===== src/rtl/csa_pkg.sv =====
package csa_pkg;
  typedef struct packed {
    logic s;
    logic c;
  } fa_out_t;

  function automatic fa_out_t full_add(input logic x, input logic y, input logic ci);
    fa_out_t r;
    r.s = x ^ y ^ ci;
    r.c = (x & y) | (ci & (x ^ y));
    return r;
  endfunction
endpackage


===== src/rtl/csa_ripple_seg.sv =====
module csa_ripple_seg #(
  parameter int SEG_W = 4
) (
  input  logic [SEG_W-1:0] seg_a,
  input  logic [SEG_W-1:0] seg_b,
  input  logic             seg_cin,
  output logic [SEG_W-1:0] seg_sum,
  output logic             seg_cout
);
  wire [SEG_W:0] chain;
  assign chain[0] = seg_cin;

  for (genvar i = 0; i < SEG_W; i++) begin : g_bit
    csa_pkg::fa_out_t fo;
    assign fo         = csa_pkg::full_add(seg_a[i], seg_b[i], chain[i]);
    assign seg_sum[i] = fo.s;
    assign chain[i+1] = fo.c;
  end

  assign seg_cout = chain[SEG_W];
endmodule


===== src/rtl/csa_select_stage.sv =====
module csa_select_stage #(
  parameter int SEG_W = 4
) (
  input  logic [SEG_W-1:0] st_a,
  input  logic [SEG_W-1:0] st_b,
  input  logic             st_sel,
  output logic [SEG_W-1:0] st_sum,
  output logic             st_cout
);
  logic [SEG_W-1:0] sum_c0, sum_c1;
  logic             cout_c0, cout_c1;

  csa_ripple_seg #(.SEG_W(SEG_W)) u_assume0 (
    .seg_a(st_a), .seg_b(st_b), .seg_cin(1'b0),
    .seg_sum(sum_c0), .seg_cout(cout_c0)
  );

  csa_ripple_seg #(.SEG_W(SEG_W)) u_assume1 (
    .seg_a(st_a), .seg_b(st_b), .seg_cin(1'b1),
    .seg_sum(sum_c1), .seg_cout(cout_c1)
  );

  always_comb begin
    if (st_sel) begin
      st_sum  = sum_c1;
      st_cout = cout_c1;
    end else begin
      st_sum  = sum_c0;
      st_cout = cout_c0;
    end
  end
endmodule


===== src/rtl/csa_adder.sv =====
module csa_adder #(
  parameter int WIDTH = 16,
  parameter int SEG_W = 4
) (
  input  logic [WIDTH-1:0] opnd_a,
  input  logic [WIDTH-1:0] opnd_b,
  input  logic             carry_in,
  input  logic             sub_mode,
  output logic [WIDTH-1:0] result,
  output logic             carry_out
);
  localparam int N_SEG = WIDTH / SEG_W;

  if (SEG_W < 1 || WIDTH % SEG_W != 0) begin : g_bad_cfg
    $error("csa_adder: WIDTH must be a positive multiple of SEG_W");
  end

  // Subtract: invert b and force the bottom carry high (two's complement).
  wire [WIDTH-1:0] b_eff  = opnd_b ^ {WIDTH{sub_mode}};
  wire             c_base = sub_mode | carry_in;

  wire [N_SEG:0]   seg_c;
  wire [WIDTH-1:0] sum_w;
  assign seg_c[0] = c_base;

  for (genvar s = 0; s < N_SEG; s++) begin : g_seg
    if (s == 0) begin : g_base
      csa_ripple_seg #(.SEG_W(SEG_W)) u_base (
        .seg_a   (opnd_a[0 +: SEG_W]),
        .seg_b   (b_eff[0 +: SEG_W]),
        .seg_cin (seg_c[0]),
        .seg_sum (sum_w[0 +: SEG_W]),
        .seg_cout(seg_c[1])
      );
    end else begin : g_spec
      csa_select_stage #(.SEG_W(SEG_W)) u_stage (
        .st_a   (opnd_a[s*SEG_W +: SEG_W]),
        .st_b   (b_eff[s*SEG_W +: SEG_W]),
        .st_sel (seg_c[s]),
        .st_sum (sum_w[s*SEG_W +: SEG_W]),
        .st_cout(seg_c[s+1])
      );
    end
  end

  assign result    = sum_w;
  assign carry_out = seg_c[N_SEG];
endmodule


===== config.mk =====
export PLATFORM = sky130hd
export DESIGN_NAME = csa_adder
export DESIGN_NICKNAME = d
export VERILOG_FILES = /design/src/rtl/csa_pkg.sv /design/src/rtl/csa_ripple_seg.sv /design/src/rtl/csa_select_stage.sv /design/src/rtl/csa_adder.sv
export SDC_FILE = /design/constraint.sdc
export NUM_CORES = 1
export LEC_CHECK = 0
export CORE_ASPECT_RATIO = 1.25
export CORE_MARGIN = 2
export CORE_UTILIZATION = 35
export DETAILED_ROUTE_END_ITERATION = 6
export PLACE_DENSITY = 0.68
export SKIP_LAST_GASP = 1
export SLEW_MARGIN = 30
export SYNTH_ARGS = -nofsm -noshare
export SYNTH_HDL_FRONTEND = slang
export SYNTH_HIERARCHICAL = 1
export SYNTH_SLANG_ARGS = --single-unit

===== constraint.sdc =====
create_clock -name vclk -period 5.8
set_clock_uncertainty 0.05 [all_clocks]
set_input_delay 1.45 -clock vclk [all_inputs]
set_output_delay 1.45 -clock vclk [all_outputs]
set_load 0.01 [all_outputs]

* Word level (Yosys, flattened, before mapping)
Index checks and enable logic that the tools add are counted.
** Word-level totals
- Logic and storage cells :: 112
- Output and inout bits :: 17
- Input port bits :: 34
- Bits in registers :: 0
** Cells by class
- Bitwise operators :: 106
- Muxes and demuxes :: 6
** Operators by type and width (count)
- $and A1 B1 Y1 :: 38
- $xor A1 B1 Y1 :: 38
- $or A1 B1 Y1 :: 26
- $xor A16 B16 Y16 :: 1
- $mux W4 :: 3
- $mux W1 :: 3
- $not A1 Y1 :: 3

* Logic depth before layout (Yosys ltp)
- Word-level depth :: 13
- Depth in mapped cells :: 14
- Mapped depth without buffers :: 12

* Cells and area by module
The synthesis kept the hierarchy.
** Modules (own cells, without submodules)
- csa_ripple_seg :: seq. area each 0.0 sq um, area each 117.6 sq um, times used 7, cells each 14
- csa_select_stage :: seq. area each 0.0 sq um, area each 63.8 sq um, times used 3, cells each 7
- csa_adder :: seq. area each 0.0 sq um, area each 177.7 sq um, times used 1, cells each 19

* Worst setup path before layout
Ideal clock, no wire load.
- Path kind :: in2out
- From :: input port sub_mode
- To :: output port carry_out
- Path buffers :: 1
- Data arrival time :: 4.120 ns
- Stages on the path :: 13
- Slack :: 0.180 ns
- Required time :: 4.300 ns
- Cells stage by stage :: buf_6 xor2_1 fa_1 inv_1 fa_1 inv_1 fa_1 inv_1 fa_1 inv_1 mux2_2 mux2_2 mux2_2
** On the way
- Longest elaborated chain between the ends :: 13
- Elaborated cells on any way between the ends :: 84
- Classes of those cells :: mux: 3; bitwise: 81
** RTL lines
- start, declared :: line csa_adder.sv:8 : input logic sub_mode,
- $xor A16 B16 Y16 * :: line csa_adder.sv:19 : wire [WIDTH-1:0] b_eff = opnd_b ^ {WIDTH{sub_mode}};
- net b_eff[0] :: line csa_adder.sv:19
- $xor A1 B1 Y1 :: line csa_pkg.sv:10 : r.c = (x & y) | (ci & (x ^ y));
- $and A1 B1 Y1 :: line csa_pkg.sv:10
- $or A1 B1 Y1 * :: line csa_pkg.sv:10
- $and A1 B1 Y1 * :: line csa_pkg.sv:10
- $or A1 B1 Y1 * :: line csa_pkg.sv:10
- $and A1 B1 Y1 * :: line csa_pkg.sv:10
- $or A1 B1 Y1 * :: line csa_pkg.sv:10
- $and A1 B1 Y1 * :: line csa_pkg.sv:10
- $or A1 B1 Y1 * :: line csa_pkg.sv:10
- net seg_c[1] :: line csa_adder.sv:22 : wire [N_SEG:0] seg_c;
- $mux W1 * :: line csa_select_stage.sv:24 : if (st_sel) begin
- net seg_c[2] :: line csa_adder.sv:22
- $mux W1 * :: line csa_select_stage.sv:24
- net seg_c[3] :: line csa_adder.sv:22
- $mux W1 * :: line csa_select_stage.sv:24
- end, declared :: line csa_adder.sv:10 : output logic carry_out
The timed path passes the listed nets; every way through them passes the cells marked *.

* Worst setup path after layout
- From :: input port sub_mode
- To :: output port result[13]
** On the way
- Elaborated cells on any way between the ends :: 69
- Classes of those cells :: mux: 3; bitwise: 66
** RTL lines
- $xor A16 B16 Y16 :: line csa_adder.sv:19
- net b_eff[4] :: line csa_adder.sv:19
- $and A1 B1 Y1 (2 in a row) :: line csa_pkg.sv:10
- $or A1 B1 Y1 :: line csa_pkg.sv:10
- $and A1 B1 Y1 :: line csa_pkg.sv:10
- $or A1 B1 Y1 :: line csa_pkg.sv:10
- $and A1 B1 Y1 :: line csa_pkg.sv:10
- $or A1 B1 Y1 :: line csa_pkg.sv:10
- net g_seg[1].g_spec.u_stage.cout_c0 :: line csa_select_stage.sv:11 : logic cout_c0, cout_c1;
- $mux W1 :: line csa_select_stage.sv:24
- net seg_c[2] :: line csa_adder.sv:22
- $mux W1 :: line csa_select_stage.sv:24
- net seg_c[3] :: line csa_adder.sv:22
- $mux W4 :: line csa_select_stage.sv:24
- end, declared :: line csa_adder.sv:9 : output logic [WIDTH-1:0] result,
The timed path passes the listed nets, and every way through them passes these cells.

==> results.json <==
{
  "outcome": "finished, final reports clean",
  "design.seq.count": 0,
  "fp.dieArea_um2": 3893,
  "critical_path_arrival_ps": 4200,
  "holdPathStages": 4,
  "critPathTopFamily": "adder cells",
  "cp-end-kind": "output pin",
  "rows": 23,
  "yosys_warnings": 6,
  "critPathKind": "input pin to output pin",
  "clkbuf_count": 0,
  "pin_count": 51,
  "final.setup.tns_ps": 0,
  "regArea_um2": 0,
  "syn_avg_cell_area_um2": 8.641,
  "cap_violations": 0,
  "final_util_pct": 58.00,
  "fin_crit_sh_pct": 98.35,
  "cp_num_buf_inv": 7,
  "required_ps": 4300,
  "cp_max_fo": 5,
  "grt_first_pass_wirelength_mm": 4.229,
  "diodes": 0,
  "grt_pass1_vias": 1087,
  "yosys-top-cells-area": "fa_1 47%, inv_1 22%, mux2_2 14%",
  "switchingPower_uw": 122.5,
  "firstDrtPassIters": 4,
  "ys_types": 8,
  "port_buffers": 51,
  "finalMaxSlewViolations": 0,
  "core_um2": 3223,
  "antenna_found_initial": 0,
  "setup_ws_ps": 95.86,
  "drtIter0Drc": 3,
  "overflow": 0,
  "power.density_nw_per_um2": 145.3,
  "ant_nets": 0,
  "yosysMostFrequentCell": "inv_1",
  "slowest_delay_ps": 370,
  "leakagePower_uw": 0.001021,
  "vdd_drop_max_mv": 0.1121,
  "netlist_area_um2": 1192,
  "clockPowerShare_pct": 0,
  "postCtsHoldBufs": 0,
  "hold_ws_ps": 3736,
  "fp.dieH_um": 69.26,
  "wl_mm": 2.357,
  "hp-start": "opnd_a[4]",
  "synth-seq-area-share_pct": 0,
  "synth_nets": 200,
  "cpMostUsedCell": "fa_2",
  "setup_violations": 0,
  "fin_area_um2": 1869,
  "yosysTopAreaCellShare_pct": 47.01,
  "crit_chain": "buf_4 -> buf_6 -> xor2_4 -> fa_2 -> inv_2 -> fa_2 -> inv_2 -> fa_2 -> inv_2 -> fa_2 -> inv_1 -> mux2_4 -> mux2_4 -> mux2_4 -> buf_6",
  "drive_gt1_share_pct": 30.65,
  "area_delta_synth_final_pct": 56.77,
  "grt_use_total_pct": 12.79,
  "start_util_pct": 37.00,
  "power_frac_seq_pct": 0,
  "p_comb_share_pct": 100.0,
  "rsz0062_at_grt": "false",
  "n_fill_cell": 294,
  "power.internal_uw": 149.0,
  "swShare_pct": 45.12,
  "hold_path_class": "input pin to output pin",
  "synth_top_area_cell": "fa_1",
  "whs_endpoint": "result[4]",
  "globalplace.congestion": 0.7035,
  "wl_per_cell_um": 9.987,
  "grt_max_degree": 10,
  "crit_slowest_cell": "fa_2",
  "hold_violations": 0,
  "drt-vias-per-instance": 4.013,
  "dp_hpwl_mm": 2.184,
  "synthCells": 138,
  "num_vias": 947,
  "drcViolationCount": 0,
  "die_w_um": 56.21,
  "multiInputGateArea_um2": 989.7,
  "dp_slack_ps": -783.6,
  "period_minus_slack_ps": 5704,
  "maxClockFrequency_mhz": 175.3,
  "netlist_top_cells_count": "70 x inv_1, 28 x fa_1, 16 x xor2_1, 15 x mux2_2, 6 x conb_1",
  "fin_nets": 263,
  "cp-start-kind": "input pin",
  "placed_cell_area_um2": 1778
}
-- layout make-up --
cell class / count / share of cell area (%)
Multi-Input combinational cell: 66 / 52.95
Tap cell: 37 / 2.477
Timing Repair Buffer: 63 / 30.52
Inverter: 70 / 14.06
-- metrics by stage --
stage	power, µW	std cells
4_1_cts	273.8	237
3_5_place_dp	281.0	232
5_1_grt	304.5	236
6_report	271.6	236
2_1_floorplan	146.1	138
3_3_place_gp	271.3	232
-- power by group through the flow --
stage               combinational (µW)  clock (µW)  sequential, µW
floorplan                          146           0               0
global placement                   271           0               0
detailed placement                 281           0               0
CTS                                274           0               0
global route                       305           0               0
finish                             272           0               0
-- worst max path at each step --
stage,endpoint,cells after the start,startpoint
global placement,result[12],16,sub_mode
detailed placement,result[12],15,sub_mode
CTS,result[13],13,opnd_b[1]
global route,result[13],15,sub_mode
finish,result[13],15,sub_mode
floorplan,carry_out,13,sub_mode
-- cells by family (layout without fill, tap and decap cells) --
kind of cell,Yosys count,count (layout),share of synthesized area (%)
and+or+nand+nor,1,1,0.5250
other,6,6,1.889
xor gates and xnor gates,16,16,11.75
buffers and inverters,72,133,24.66
muxes,15,15,14.17
adders and majority gates,28,28,47.01
-- routing by layer --
metal | GRT usage, % | vias to the layer above | routed length [µm]
li1 | - | 466 | -
met1 | 13.23 | 458 | 778
met2 | 28.10 | 23 | 1478
met3 | 0.9328 | 0 | 100
met5 | 0 | - | 0
met4 | 0 | 0 | 0
-- cells in the final DEF (no fill, tap or decap), types with 3 or more instances in the layout --
| cell type | count |
|---|---|
| fa_1 | 15 |
| mux2_2 | 12 |
| inv_1 | 60 |
| buf_2 | 4 |
| clkdlybuf4s50_1 | 30 |
| inv_2 | 10 |
| xor2_1 | 13 |
| buf_4 | 12 |
| dlygate4sd2_1 | 10 |
| fa_2 | 13 |
| mux2_4 | 3 |
| conb_1 | 6 |
-- what timing repair did --
action	in CTS	in global routing
pin swaps	11	12
hold endpoints to repair	0	0
resized for setup	65	13
endpoints found under the setup margin	14	12
buffers inserted	5	0
(Power assumes the default switching activity.)
